`src/rtl/stq_pkg.sv`:
```
package stq_pkg;
   localparam int STQ_ADDR_W = 32;
   localparam int STQ_DATA_W = 32;

   typedef struct packed {
      logic [STQ_ADDR_W-1:0] addr;
      logic [STQ_DATA_W-1:0] data;
   } stq_entry_t;
endpackage

```
`src/rtl/stq_ring_ctrl.sv`:
```
module stq_ring_ctrl #(
   parameter int DEPTH = 4,
   localparam int PW = $clog2(DEPTH),
   localparam int CW = $clog2(DEPTH + 1)
) (
   input  logic          clk,
   input  logic          rst_n,
   input  logic          enq,
   input  logic          deq,
   output logic [PW-1:0] head,
   output logic [PW-1:0] tail,
   output logic [CW-1:0] count,
   output logic          full,
   output logic          empty
);
   always_ff @(posedge clk) begin
      if (!rst_n) begin
         head  <= '0;
         tail  <= '0;
         count <= '0;
      end else begin
         if (enq) tail <= tail + PW'(1);
         if (deq) head <= head + PW'(1);
         case ({enq, deq})
            2'b10:   count <= count + CW'(1);
            2'b01:   count <= count - CW'(1);
            default: count <= count;
         endcase
      end
   end

   assign full  = (count == CW'(DEPTH));
   assign empty = (count == '0);


   no_overflow_chk: assert property (@(posedge clk) disable iff (!rst_n)
      count <= CW'(DEPTH));


   enq_deq_hold_chk: assert property (@(posedge clk) disable iff (!rst_n)
      (enq && deq) |=> $stable(count));
endmodule

```
`src/rtl/stq_youngest_match.sv`:
```
module stq_youngest_match #(
   parameter int DEPTH    = 4,
   parameter int OFS_BITS = 2,
   localparam int PW = $clog2(DEPTH),
   localparam int CW = $clog2(DEPTH + 1)
) (
   input  logic                                   clk,
   input  logic                                   rst_n,
   input  stq_pkg::stq_entry_t [DEPTH-1:0]        entries,
   input  logic [PW-1:0]                          head,
   input  logic [CW-1:0]                          count,
   input  logic                                   ld_valid,
   input  logic [stq_pkg::STQ_ADDR_W-1:0]         ld_addr,
   output logic                                   hit,
   output logic [stq_pkg::STQ_DATA_W-1:0]         data
);
   localparam int AW = stq_pkg::STQ_ADDR_W;

   logic [DEPTH-1:0] slot_match;

   for (genvar i = 0; i < DEPTH; i++) begin : g_slot
      logic [PW-1:0] age;
      logic          live;
      assign age  = PW'(i) - head;
      assign live = CW'(age) < count;
      assign slot_match[i] = ld_valid && live &&
         (entries[i].addr[AW-1:OFS_BITS] == ld_addr[AW-1:OFS_BITS]);
   end

   logic [PW-1:0] slot;
   always_comb begin
      hit  = 1'b0;
      data = '0;
      slot = '0;
      for (int k = 0; k < DEPTH; k++) begin
         slot = head + PW'(k);
         if (slot_match[slot]) begin
            hit  = 1'b1;
            data = entries[slot].data;
         end
      end
   end


   hit_live_chk: assert property (@(posedge clk) disable iff (!rst_n)
      hit |-> (ld_valid && count != '0));
endmodule

```
`src/rtl/stq_drain_buf.sv`:
```
module stq_drain_buf #(
   parameter int DEPTH    = 4,
   parameter int OFS_BITS = 2
) (
   input  logic                           clk,
   input  logic                           rst_n,
   input  logic                           st_valid,
   input  logic [stq_pkg::STQ_ADDR_W-1:0] st_addr,
   input  logic [stq_pkg::STQ_DATA_W-1:0] st_data,
   output logic                           st_ready,
   input  logic                           ld_valid,
   input  logic [stq_pkg::STQ_ADDR_W-1:0] ld_addr,
   output logic                           ld_hit,
   output logic [stq_pkg::STQ_DATA_W-1:0] ld_data,
   output logic                           ld_cache_req,
   input  logic                           ctrl_idle,
   output logic                           drain_valid,
   output logic [stq_pkg::STQ_ADDR_W-1:0] drain_addr,
   output logic [stq_pkg::STQ_DATA_W-1:0] drain_data,
   input  logic                           drain_accept
);
   localparam int PW = $clog2(DEPTH);
   localparam int CW = $clog2(DEPTH + 1);

   if (DEPTH < 2 || (DEPTH & (DEPTH - 1)) != 0) begin : g_bad_depth
      $error("stq_drain_buf: DEPTH must be a power of two of at least 2");
   end
   if (OFS_BITS < 0 || OFS_BITS >= stq_pkg::STQ_ADDR_W) begin : g_bad_ofs
      $error("stq_drain_buf: OFS_BITS out of range");
   end

   stq_pkg::stq_entry_t [DEPTH-1:0] entries;
   logic [PW-1:0] head, tail;
   logic [CW-1:0] count;
   logic          full, empty, enq, deq, l1_lock;

   assign st_ready = !full;
   assign enq      = st_valid && !full;

   stq_ring_ctrl #(.DEPTH(DEPTH)) ring_i (
      .clk(clk), .rst_n(rst_n), .enq(enq), .deq(deq),
      .head(head), .tail(tail), .count(count), .full(full), .empty(empty)
   );

   always_ff @(posedge clk) begin
      if (enq) entries[tail] <= '{addr: st_addr, data: st_data};
   end

   stq_youngest_match #(.DEPTH(DEPTH), .OFS_BITS(OFS_BITS)) match_i (
      .clk(clk), .rst_n(rst_n), .entries(entries), .head(head), .count(count),
      .ld_valid(ld_valid), .ld_addr(ld_addr), .hit(ld_hit), .data(ld_data)
   );

   // one-cycle lock: set by a load that goes to the cache, gone next cycle
   assign l1_lock      = ld_valid && !ld_hit;
   assign ld_cache_req = l1_lock;

   assign drain_valid = !empty && ctrl_idle && !l1_lock;
   assign drain_addr  = entries[head].addr;
   assign drain_data  = entries[head].data;
   assign deq         = drain_valid && drain_accept;


   lock_block_chk: assert property (@(posedge clk) disable iff (!rst_n)
      ld_cache_req |-> !drain_valid);


   full_hold_chk: assert property (@(posedge clk) disable iff (!rst_n)
      (!st_ready && !(drain_valid && drain_accept)) |=> !st_ready);


   drain_stable_chk: assert property (@(posedge clk) disable iff (!rst_n)
      (drain_valid && !drain_accept) |=> (!drain_valid || $stable(drain_addr)));
endmodule

```
`config.mk`:
```
export PLATFORM = sky130hd
export DESIGN_NAME = stq_drain_buf
export DESIGN_NICKNAME = d
export VERILOG_FILES = /design/src/rtl/stq_pkg.sv /design/src/rtl/stq_ring_ctrl.sv /design/src/rtl/stq_youngest_match.sv /design/src/rtl/stq_drain_buf.sv
export SDC_FILE = /design/constraint.sdc
export NUM_CORES = 1
export LEC_CHECK = 0
export BUFFER_PORTS_ARGS = -buffer_cell sky130_fd_sc_hd__buf_4
export CAP_MARGIN = 40
export CORE_ASPECT_RATIO = 1.1
export CORE_MARGIN = 10
export CORE_UTILIZATION = 25
export DETAILED_ROUTE_END_ITERATION = 8
export GPL_ROUTABILITY_DRIVEN = 1
export GPL_TIMING_DRIVEN = 0
export SYNTH_ARGS = -nofsm -noshare
export SYNTH_HDL_FRONTEND = slang
export SYNTH_SLANG_ARGS = --single-unit
```
`constraint.sdc`:
```
create_clock -name clk -period 5.35 [get_ports clk]
set_input_delay 0 -clock clk [delete_from_list [all_inputs] [get_ports clk]]
set_output_delay 0 -clock clk [all_outputs]
set_load 0.005 [all_outputs]
```
==> results_dict.tcl, run 1 <==
set metrics [dict create \
    status "finished clean" \
    track_usage_pct 14.9 \
    vdd_drop_max_mv 0.214 \
    critical_path_buf_inv_count 6 \
    antenna_cells 0 \
    tightest_slew_ns 0.894 \
    tns_ns 0 \
    overflow 0 \
    clkSlewWorstSetupHoldPaths_ns 0.05 \
    first_pass_iters 7 \
    wirelength_mm 54.7 \
    ys_ff_latch 263 \
    synth_area_leader_cell "edfxtp_1" \
    crit_chain "buf_4 > inv_2 > buf_1 > clkbuf_1 > ha_1 > a21oi_1 > o211a_1 > nand3_2 > nor3b_4 > buf_2 > o41ai_1 > a2111oi_2 > buf_4" \
    power_density_nw_per_um2 293 \
    hpwl_mm 39.3 \
    cp_data_required_time_ns 5.35 \
    async_flop_share_pct 0 \
    antenna_found_initial 5 \
    crit_fanout 10 \
    clock_tree.buffer_depth 3 \
    die_h_um 278 \
    p_int_w 0.00414 \
    ys_seq_area_share_pct 51.7 \
    final_cell_mix "edfxtp_1, buf_4, mux2i_1, nand2_1, a21oi_1" \
    design.core.area_um2 59900 \
    synth_ff_type "edfxtp_1" \
    fin_skew_ns 0.0320 \
    synth_fp_nets 1313 \
    min_period_over_period_pct 97.5 \
    clk_latency_ns 0.56 \
    io_buffers 180 \
    syn_inst 1201 \
    cts_made_buffers 34 \
    grt_pass1_wl_mm 79.2 \
    setup_viol 0 \
    fmax_mhz 192 \
    cts_tree "done" \
    power_frac_seq_pct 42.8 \
    p_clk_share_pct 38.8 \
    maxSlewHeadroom_pct 40.4 \
    hold_viol 0 \
    drt_iter0_drc 1151 \
    max_stage_delay_ns 0.75 \
    start_util_pct 25.3 \
    nNetsFinal 1609 \
    via_per_inst 5.12 \
    ys_warn_count 0 \
    cp-end-kind "primary output" \
    crit_path_start_kind "flop" \
    final_cell_count_no_fill 2287 \
    p_total_w 0.00569 \
    drive_gt1_share_pct 27.7 \
    wl_per_cell_um 23.9 \
    synth.distinct_cells 58 \
    grt_pass1_vias 12000 \
    crit_type "reg -> out" \
    grt_max_degree 34 \
    syn_area_um2 15100 \
    mostFrequentLayoutCell "edfxtp_1" \
    worstPathArrival_ns 5.21 \
    drv_cap 0 \
    maxSlewViolCount 0 \
    drc 0 \
    crit_family "buffers and inverters" \
    yosys-top-cells-area "edfxtp_1, mux2i_1, xnor2_1" \
    die_x_um 255 \
    htree_levels 2 \
    gp_congestion 0.855 \
    dieArea_um2 70800 \
    ctsRootBufferMaster "clkbuf_16" \
    num_vias 11700 \
    synth.top_cell.area_share_pct 50.8 \
    synth_edf_count 256 \
    cts_sinks 263 \
    cts_setup_buffers 0 \
    placed_cells 2159 \
    power_switching_w 0.00155 \
    crit_top_cell "buf_4" \
    ant_nets 0 \
    crit_slowest_cell "a2111oi_2" \
    p_leak_nw 6.65 \
    area_growth_pct 28.2 \
    fin_crit_ns 5.21 \
    rsz0062_at_grt "false" \
    pwr-share-comb_pct 18.4 \
    row_count 94 \
    avgSynthCellArea_um2 12.6 \
    io_pins 202 \
    hp-class "in -> reg" \
    netSwitchingFraction_pct 27.2 \
]
synth_stat cells, drive strengths merged, types with 3 or more instances:
cell,number
nand4,28
ha,9
xor2,29
a2111oi,33
o41ai,32
nor4,8
nor2,73
o21ai,33
mux2i,128
o211a,4
edfxtp,256
inv,11
dfxtp,7
nand3,6
nor3,5
buf,66
nand2,106
o211ai,3
and2,5
a21oi,99
mux4,33
mux2,31
a31oi,5
and3,5
clkbuf,40
a22oi,32
xnor2,94
logic make-up (layout without fill, tap and decap cells):
logic type / after synthesis / after routing / synth area share [%]
xor gates and xnor gates: 123 / 123 / 7.53
muxes: 192 / 192 / 15.7
and+or+nand+nor: 247 / 247 / 7.96
adders and majority gates: 10 / 10 / 0.876
buffers and inverters: 118 / 436 / 4.16
AOI/OAI and AO/OA: 248 / 248 / 12.1
DFF: 263 / 263 / 51.7
path summary, 6_finish.rpt:
path,from,endpoint,slack (ns),cells after the start
worst max-delay path,ring_i.head[1]$_SDFFE_PN0P_,ld_data[30],0.14,13
worst min-delay path,ctrl_idle,ring_i.head[1]$_SDFFE_PN0P_,0.04,4
worst max register to register,ring_i.head[1]$_SDFFE_PN0P_,ring_i.count[2]$_SDFFE_PN0P_,0.48,17
worst min register to register,ring_i.tail[1]$_SDFFE_PN0P_,ring_i.tail[1]$_SDFFE_PN0P_,0.52,2
flip-flops by register name, indices dropped and copies added, names as in the netlist:
name / flops
ring_i.tail: 2
ring_i.count: 3
ring_i.head: 2
entries: 256
per-layer routing:
layer	GRT usage (%)	share of wire, %
met5	0	0.13
met4	4.75	2.7
met3	3.28	7.8
met2	25.3	49
met1	18.5	41
stage by stage:
stage	util (%)	setup slack (ns)	hold WS (ns)	area, um^2
finish	32.4	0.136	0.0405	19400
global route	32.4	0.0120	0.0524	19400
CTS	32.4	0.136	0.0378	19400
detailed placement	29.5	0.516	0.204	17600
global placement	29.2	0.581	0.199	17500
floorplan	-	1.56	0.0989	15100
worst reg2reg max path, cell delays in order, from the launching register on:
cell      delay (ns)
dfxtp_1         0.31
buf_4           0.18
inv_2           0.19
buf_1           0.58
clkbuf_1        0.55
ha_1            0.36
a21oi_1         0.14
o211a_1         0.19
nand3_2         0.23
and4_2          0.35
and2_1          0.23
nor3_1          0.22
ha_1            0.22
inv_1           0.06
fa_1            0.37
xor2_1          0.16
or3_1           0.31
a21boi_0        0.16
what timing repair did:
item / CTS / global route
hold buffers: 70 / 0
gates resized for setup: 0 / 1
endpoints found under the setup margin: 0 / 8
endpoints found under the hold margin: 263 / 0
power groups by stage:
| stage | registers, W | clock network (W) | logic [W] |
|---|---|---|---|
| after CTS | 0.00244 | 0.00226 | 0.00105 |
| final | 0.00244 | 0.00221 | 0.00104 |
| after global routing | 0.00245 | 0.00234 | 0.00112 |
| after floorplan | 0.00247 | 0 | 0.000531 |
| after global placement | 0.00249 | 0 | 0.000974 |
| after detailed placement | 0.00248 | 0 | 0.00100 |
layout make-up:
class                      instances  area, um^2
fill                            5892       40400
buffer                           107         589
timing repair buffer             260        2210
clock inverter                    21         206
clock buffer                      37         862
tap                              768         961
inverter                          11        41.3
multi-input combinational        820        6720
sequential                       263        7830
Power figures use the tool's default switching activity.
==> run 2, diff against run 1 <==
--- a/config.mk
+++ b/config.mk
@@ -7,7 +7,6 @@
 export LEC_CHECK = 0
 export BUFFER_PORTS_ARGS = -buffer_cell sky130_fd_sc_hd__buf_4
 export CAP_MARGIN = 40
-export CORE_ASPECT_RATIO = 1.1
 export CORE_MARGIN = 10
 export CORE_UTILIZATION = 25
 export DETAILED_ROUTE_END_ITERATION = 8
==> run 2 against run 1 <==
  * Sequential power barely moved
  * Final area fell by 0.50%
  * Global-route usage fell by 0.091 points
  * Clock power fell by 9.0%
  * Critical path depth did not move
  * Wire length fell by 0.15%
  * Critical path type unchanged
==> results_dict.tcl, run 2 (synthesized netlist as in run 1, its figures left out) <==
set metrics [dict create \
    crit_fanout 10 \
    grt_pass1_wl_mm 79.5 \
    cts_tree "done" \
    p_clk_share_pct 36.6 \
    crit_type "reg -> out" \
    clock_tree.buffer_depth 3 \
    utilization_pct 32.1 \
    netSwitchingFraction_pct 27.3 \
    final_cell_mix "edfxtp_1, buf_4, mux2i_1, nand2_1, a21oi_1" \
    p_leak_nw 6.61 \
    tns_ns 0 \
    dieArea_um2 70800 \
    drc 0 \
    cts_made_buffers 30 \
    final_cell_count_no_fill 2302 \
    power_switching_w 0.00150 \
    min_period_over_period_pct 93.8 \
    rsz0062_at_grt "false" \
    via_per_inst 5.10 \
    wirelength_mm 54.6 \
    htree_levels 1 \
    cts_sinks 263 \
    drv_cap 0 \
    ant_nets 0 \
    p_total_w 0.00548 \
    critical_path_buf_inv_count 6 \
    worstPathArrival_ns 5.02 \
    num_vias 11700 \
    placed_cells 2171 \
    crit_family "buffers and inverters" \
    vdd_drop_max_mv 0.256 \
    cts_setup_buffers 0 \
    row_count 90 \
    hp-class "in -> reg" \
    io_pins 202 \
    status "finished clean" \
    grt_max_degree 38 \
    crit_path_start_kind "flop" \
    num-fill-cells 6032 \
    clkSlewWorstSetupHoldPaths_ns 0.07 \
    power_density_nw_per_um2 284 \
    clk_latency_ns 0.60 \
    die_h_um 266 \
    largest_register_ffs 256 \
    crit_slowest_cell "a2111oi_2" \
    crit_top_cell "buf_4" \
    drive_gt1_share_pct 27.8 \
    first_pass_iters 6 \
    grt_pass1_vias 12300 \
    regArea_um2 7830 \
    gp_congestion 0.839 \
    io_buffers 180 \
    die_x_um 266 \
    fmax_mhz 199 \
    tightest_slew_ns 0.939 \
    mostFrequentLayoutCell "edfxtp_1" \
    power_frac_seq_pct 44.4 \
    overflow 0 \
    ctsRootBufferMaster "clkbuf_16" \
    crit_chain "buf_4 > inv_2 > clkbuf_2 > clkbuf_1 > ha_1 > a21oi_1 > o211a_1 > nand3_2 > nor3b_2 > buf_2 > o41ai_1 > a2111oi_2 > buf_4" \
    cp-end-kind "primary output" \
    cp_data_required_time_ns 5.35 \
    nNetsFinal 1604 \
    start_util_pct 25.2 \
    design.core.area_um2 60100 \
    area_growth_pct 27.6 \
    largestRegisters "entries (256), ring_i.count (3)" \
    post-place-ws_ns 0.579 \
    maxSlewHeadroom_pct 37.4 \
    wl_per_cell_um 23.7 \
    setup_viol 0 \
    fin_skew_ns 0.0340 \
    track_usage_pct 14.8 \
    antenna_found_initial 6 \
    multi_input_area_um2 6710 \
    maxSlewViolCount 0 \
    largest_register "entries" \
    drt_iter0_drc 1057 \
    finalWorstSetupSlack_ns 0.333 \
    p_int_w 0.00399 \
    hpwl_mm 39.3 \
    max_stage_delay_ns 0.61 \
    fin_crit_ns 5.02 \
    pwr-share-comb_pct 19.0 \
    hold_viol 0 \
]
-- run 2: final timing paths --
path	startpoint	slack (ns)	end	cells past startpoint
worst max-delay path	ring_i.head[1]$_SDFFE_PN0P_	0.33	ld_data[4]	13
worst min-delay path	st_addr[1]	0.14	entries[161]$_DFFE_PP_	2
worst max register to register	ring_i.head[1]$_SDFFE_PN0P_	0.76	ring_i.count[2]$_SDFFE_PN0P_	17
worst min register to register	ring_i.tail[1]$_SDFFE_PN0P_	0.51	ring_i.tail[1]$_SDFFE_PN0P_	2
-- run 2: what timing repair did --
item / in CTS / in global routing
endpoints found under the hold margin: 263 / 0
hold buffers: 71 / 0
gates resized for setup: 0 / 1
endpoints found under the setup margin: 0 / 12
-- run 2: final cells by class --
type / instances / area share [%]
antenna: 4 / 0.0518
buffer: 107 / 3.06
clock buffer: 32 / 3.92
clock inverter: 24 / 1.04
inverter: 11 / 0.214
multi-input combinational: 820 / 34.7
sequential: 263 / 40.5
tap: 782 / 5.06
timing repair buffer: 259 / 11.4
-- run 2: layer usage --
layer / vias up / wire length (um) / GRT usage, % / part of all wire [%]
met1: 5898 / 22700 / 18.8 / 42
met3: 79 / 4350 / 3.29 / 8.0
met4: 6 / 1070 / 3.20 / 1.9
met5: - / 46 / 0 / 0.084
met2: 570 / 26400 / 25.4 / 48
li1: 5189 / - / - / -
-- run 2: power groups by stage --
stage / clock, W / sequential, W / combinational [W]
after floorplan: 0 / 0.00247 / 0.000531
after global placement: 0 / 0.00249 / 0.000975
after detailed placement: 0 / 0.00248 / 0.00100
after CTS: 0.00203 / 0.00243 / 0.00106
after global routing: 0.00212 / 0.00245 / 0.00112
final: 0.00201 / 0.00243 / 0.00104
-- run 2: through the flow --
| stage | instance area [um^2] | hold slack (ns) |
|---|---|---|
| final | 19300 | 0.145 |
| after global routing | 19300 | 0.146 |
| after CTS | 19300 | 0.125 |
| after detailed placement | 17600 | 0.204 |
| after global placement | 17500 | 0.199 |
| after floorplan | 15100 | 0.0989 |
==> run 3, diff against run 2 <==
--- a/config.mk
+++ b/config.mk
@@ -12,6 +12,7 @@
 export DETAILED_ROUTE_END_ITERATION = 8
 export GPL_ROUTABILITY_DRIVEN = 1
 export GPL_TIMING_DRIVEN = 0
+export RECOVER_POWER = 25
 export SYNTH_ARGS = -nofsm -noshare
 export SYNTH_HDL_FRONTEND = slang
 export SYNTH_SLANG_ARGS = --single-unit
==> constraint.sdc (replaced) <==
create_clock -name clk -period 5.35 [get_ports clk]
set_input_delay 0 -clock clk [delete_from_list [all_inputs] [get_ports clk]]
set_output_delay 0 -clock clk [all_outputs]
set_load 0.01 [all_outputs]
==> run 3 against run 2 <==
  * Register-to-register slack is essentially flat
  * Combinational power is essentially flat
  * Via count hardly changed
  * Critical path depth is the same
  * Global-route usage stayed put
  * Critical path type unchanged
  * Largest cell class unchanged
  * Highest routed layer unchanged
==> results_dict.tcl, run 3 (synthesized netlist as in run 1, its figures left out) <==
set metrics [dict create \
    tns_ns 0 \
    tightest_slew_ns 0.955 \
    die_x_um 266 \
    largest_register_ffs 256 \
    track_usage_pct 14.8 \
    crit_chain "buf_4 > inv_2 > clkbuf_2 > clkbuf_1 > ha_1 > a21oi_1 > o211a_1 > nand3_2 > nor3b_2 > buf_2 > o41ai_1 > a2111oi_2 > buf_4" \
    io_buffers 180 \
    vdd_drop_max_mv 0.256 \
    rsz0062_at_grt "false" \
    row_count 90 \
    htree_levels 1 \
    wl_per_cell_um 23.7 \
    die_h_um 266 \
    maxSlewViolCount 0 \
    grt_pass1_wl_mm 79.5 \
    num_vias 11700 \
    io_pins 202 \
    fin_skew_ns 0.0309 \
    hp-class "in -> reg" \
    crit_path_start_kind "flop" \
    ctsRootBufferMaster "clkbuf_16" \
    drv_cap 0 \
    cp_data_required_time_ns 5.35 \
    min_period_over_period_pct 93.8 \
    drt_iter0_drc 1007 \
    fmax_mhz 199 \
    first_pass_iters 6 \
    status "finished clean" \
    crit_slowest_cell "a2111oi_2" \
    mostFrequentLayoutCell "edfxtp_1" \
    worstPathArrival_ns 5.02 \
    final_cell_mix "edfxtp_1, buf_4, mux2i_1, nand2_1, a21oi_1" \
    crit_fanout 10 \
    p_leak_nw 6.46 \
    power_density_nw_per_um2 287 \
    p_total_w 0.00551 \
    drive_gt1_share_pct 25.1 \
    cts_tree "done" \
    clock_tree.buffer_depth 3 \
    hpwl_mm 39.3 \
    area_growth_pct 26.6 \
    cts_made_buffers 30 \
    dieArea_um2 70800 \
    clkSlewWorstSetupHoldPaths_ns 0.07 \
    crit_type "reg -> out" \
    gp_congestion 0.839 \
    design.core.area_um2 60100 \
    overflow 0 \
    grt_max_degree 38 \
    cp-end-kind "primary output" \
    start_util_pct 25.2 \
    ant_nets 0 \
    largestRegisters "entries (256), ring_i.count (3)" \
    via_per_inst 5.10 \
    fin_crit_ns 5.02 \
    hold_viol 0 \
    antenna_found_initial 6 \
    wirelength_mm 54.6 \
    max_stage_delay_ns 0.63 \
    setup_viol 0 \
    clk_latency_ns 0.60 \
    crit_top_cell "buf_4" \
    largest_register "entries" \
    drc 0 \
    maxSlewHeadroom_pct 36.4 \
    cts_setup_buffers 0 \
    grt_pass1_vias 12300 \
    nNetsFinal 1604 \
    cts_sinks 263 \
]
[run 3: per-stage QoR]
step           setup slack (ns)  utilization, %  area [um^2]  instances  hold WS [ns]
6_report                  0.332            31.9        19200       2302         0.189
2_1_floorplan              1.53               -        15100       1201        0.0989
3_5_place_dp              0.579            29.3        17600       2171         0.204
4_1_cts                   0.165            32.1        19300       2298         0.125
3_3_place_gp              0.606            29.1        17500       2163         0.199
5_1_grt                  0.0658            31.9        19200       2300         0.205
[run 3: worst paths after layout]
| path | start | end | slack [ns] | depth (start not counted) |
|---|---|---|---|---|
| worst max-delay path | ring_i.head[1]$_SDFFE_PN0P_ | ld_data[30] | 0.33 | 13 |
| worst min-delay path | st_data[25] | entries[217]$_DFFE_PP_ | 0.19 | 2 |
| worst max register to register | ring_i.head[1]$_SDFFE_PN0P_ | ring_i.count[2]$_SDFFE_PN0P_ | 0.75 | 17 |
| worst min register to register | ring_i.tail[1]$_SDFFE_PN0P_ | ring_i.tail[1]$_SDFFE_PN0P_ | 0.51 | 2 |
[run 3: cell type report]
class	instances	area [um^2]
plain buffers	107	591
diodes	4	10.0
clock inverters	24	200
repair buffers	259	2060
well taps	782	978
multi-input cells	820	6710
fillers	6068	41000
clock buffers	32	758
flip-flops and latches	263	7830
inverters	11	41.3
[run 3: what timing repair did]
| item | in CTS | in global routing |
|---|---|---|
| hold endpoints to repair | 263 | 0 |
| endpoints found under the setup margin | 0 | 16 |
| hold buffers | 71 | 0 |
| gates resized for setup | 0 | 1 |
[run 3: worst max-delay path: cells and delay by family (launching register included)]
family / cells / cell delay, ns
buffers and inverters: 6 / 1.83
AOI/OAI and AO/OA: 4 / 1.09
and+or+nand+nor: 2 / 0.81
adders and majority gates: 1 / 0.36
DFF: 1 / 0.33
[run 3: where the power goes]
part	leakage, nW	total [W]	internal (W)	switching [W]
Sequential	2.41	0.00244	0.00238	0.0000528
Clock	0.471	0.00200	0.00113	0.000878
Combinational	3.58	0.00107	0.000470	0.000598
[run 3: metal layers]
| metal | up-vias | track usage [%] | part of all wire, % |
|---|---|---|---|
| met2 | 585 | 25.4 | 48 |
| met4 | 6 | 3.20 | 2.0 |
| met1 | 5873 | 18.8 | 41 |
| li1 | 5183 | - | - |
| met5 | - | 0 | 0.084 |
| met3 | 86 | 3.29 | 8.4 |
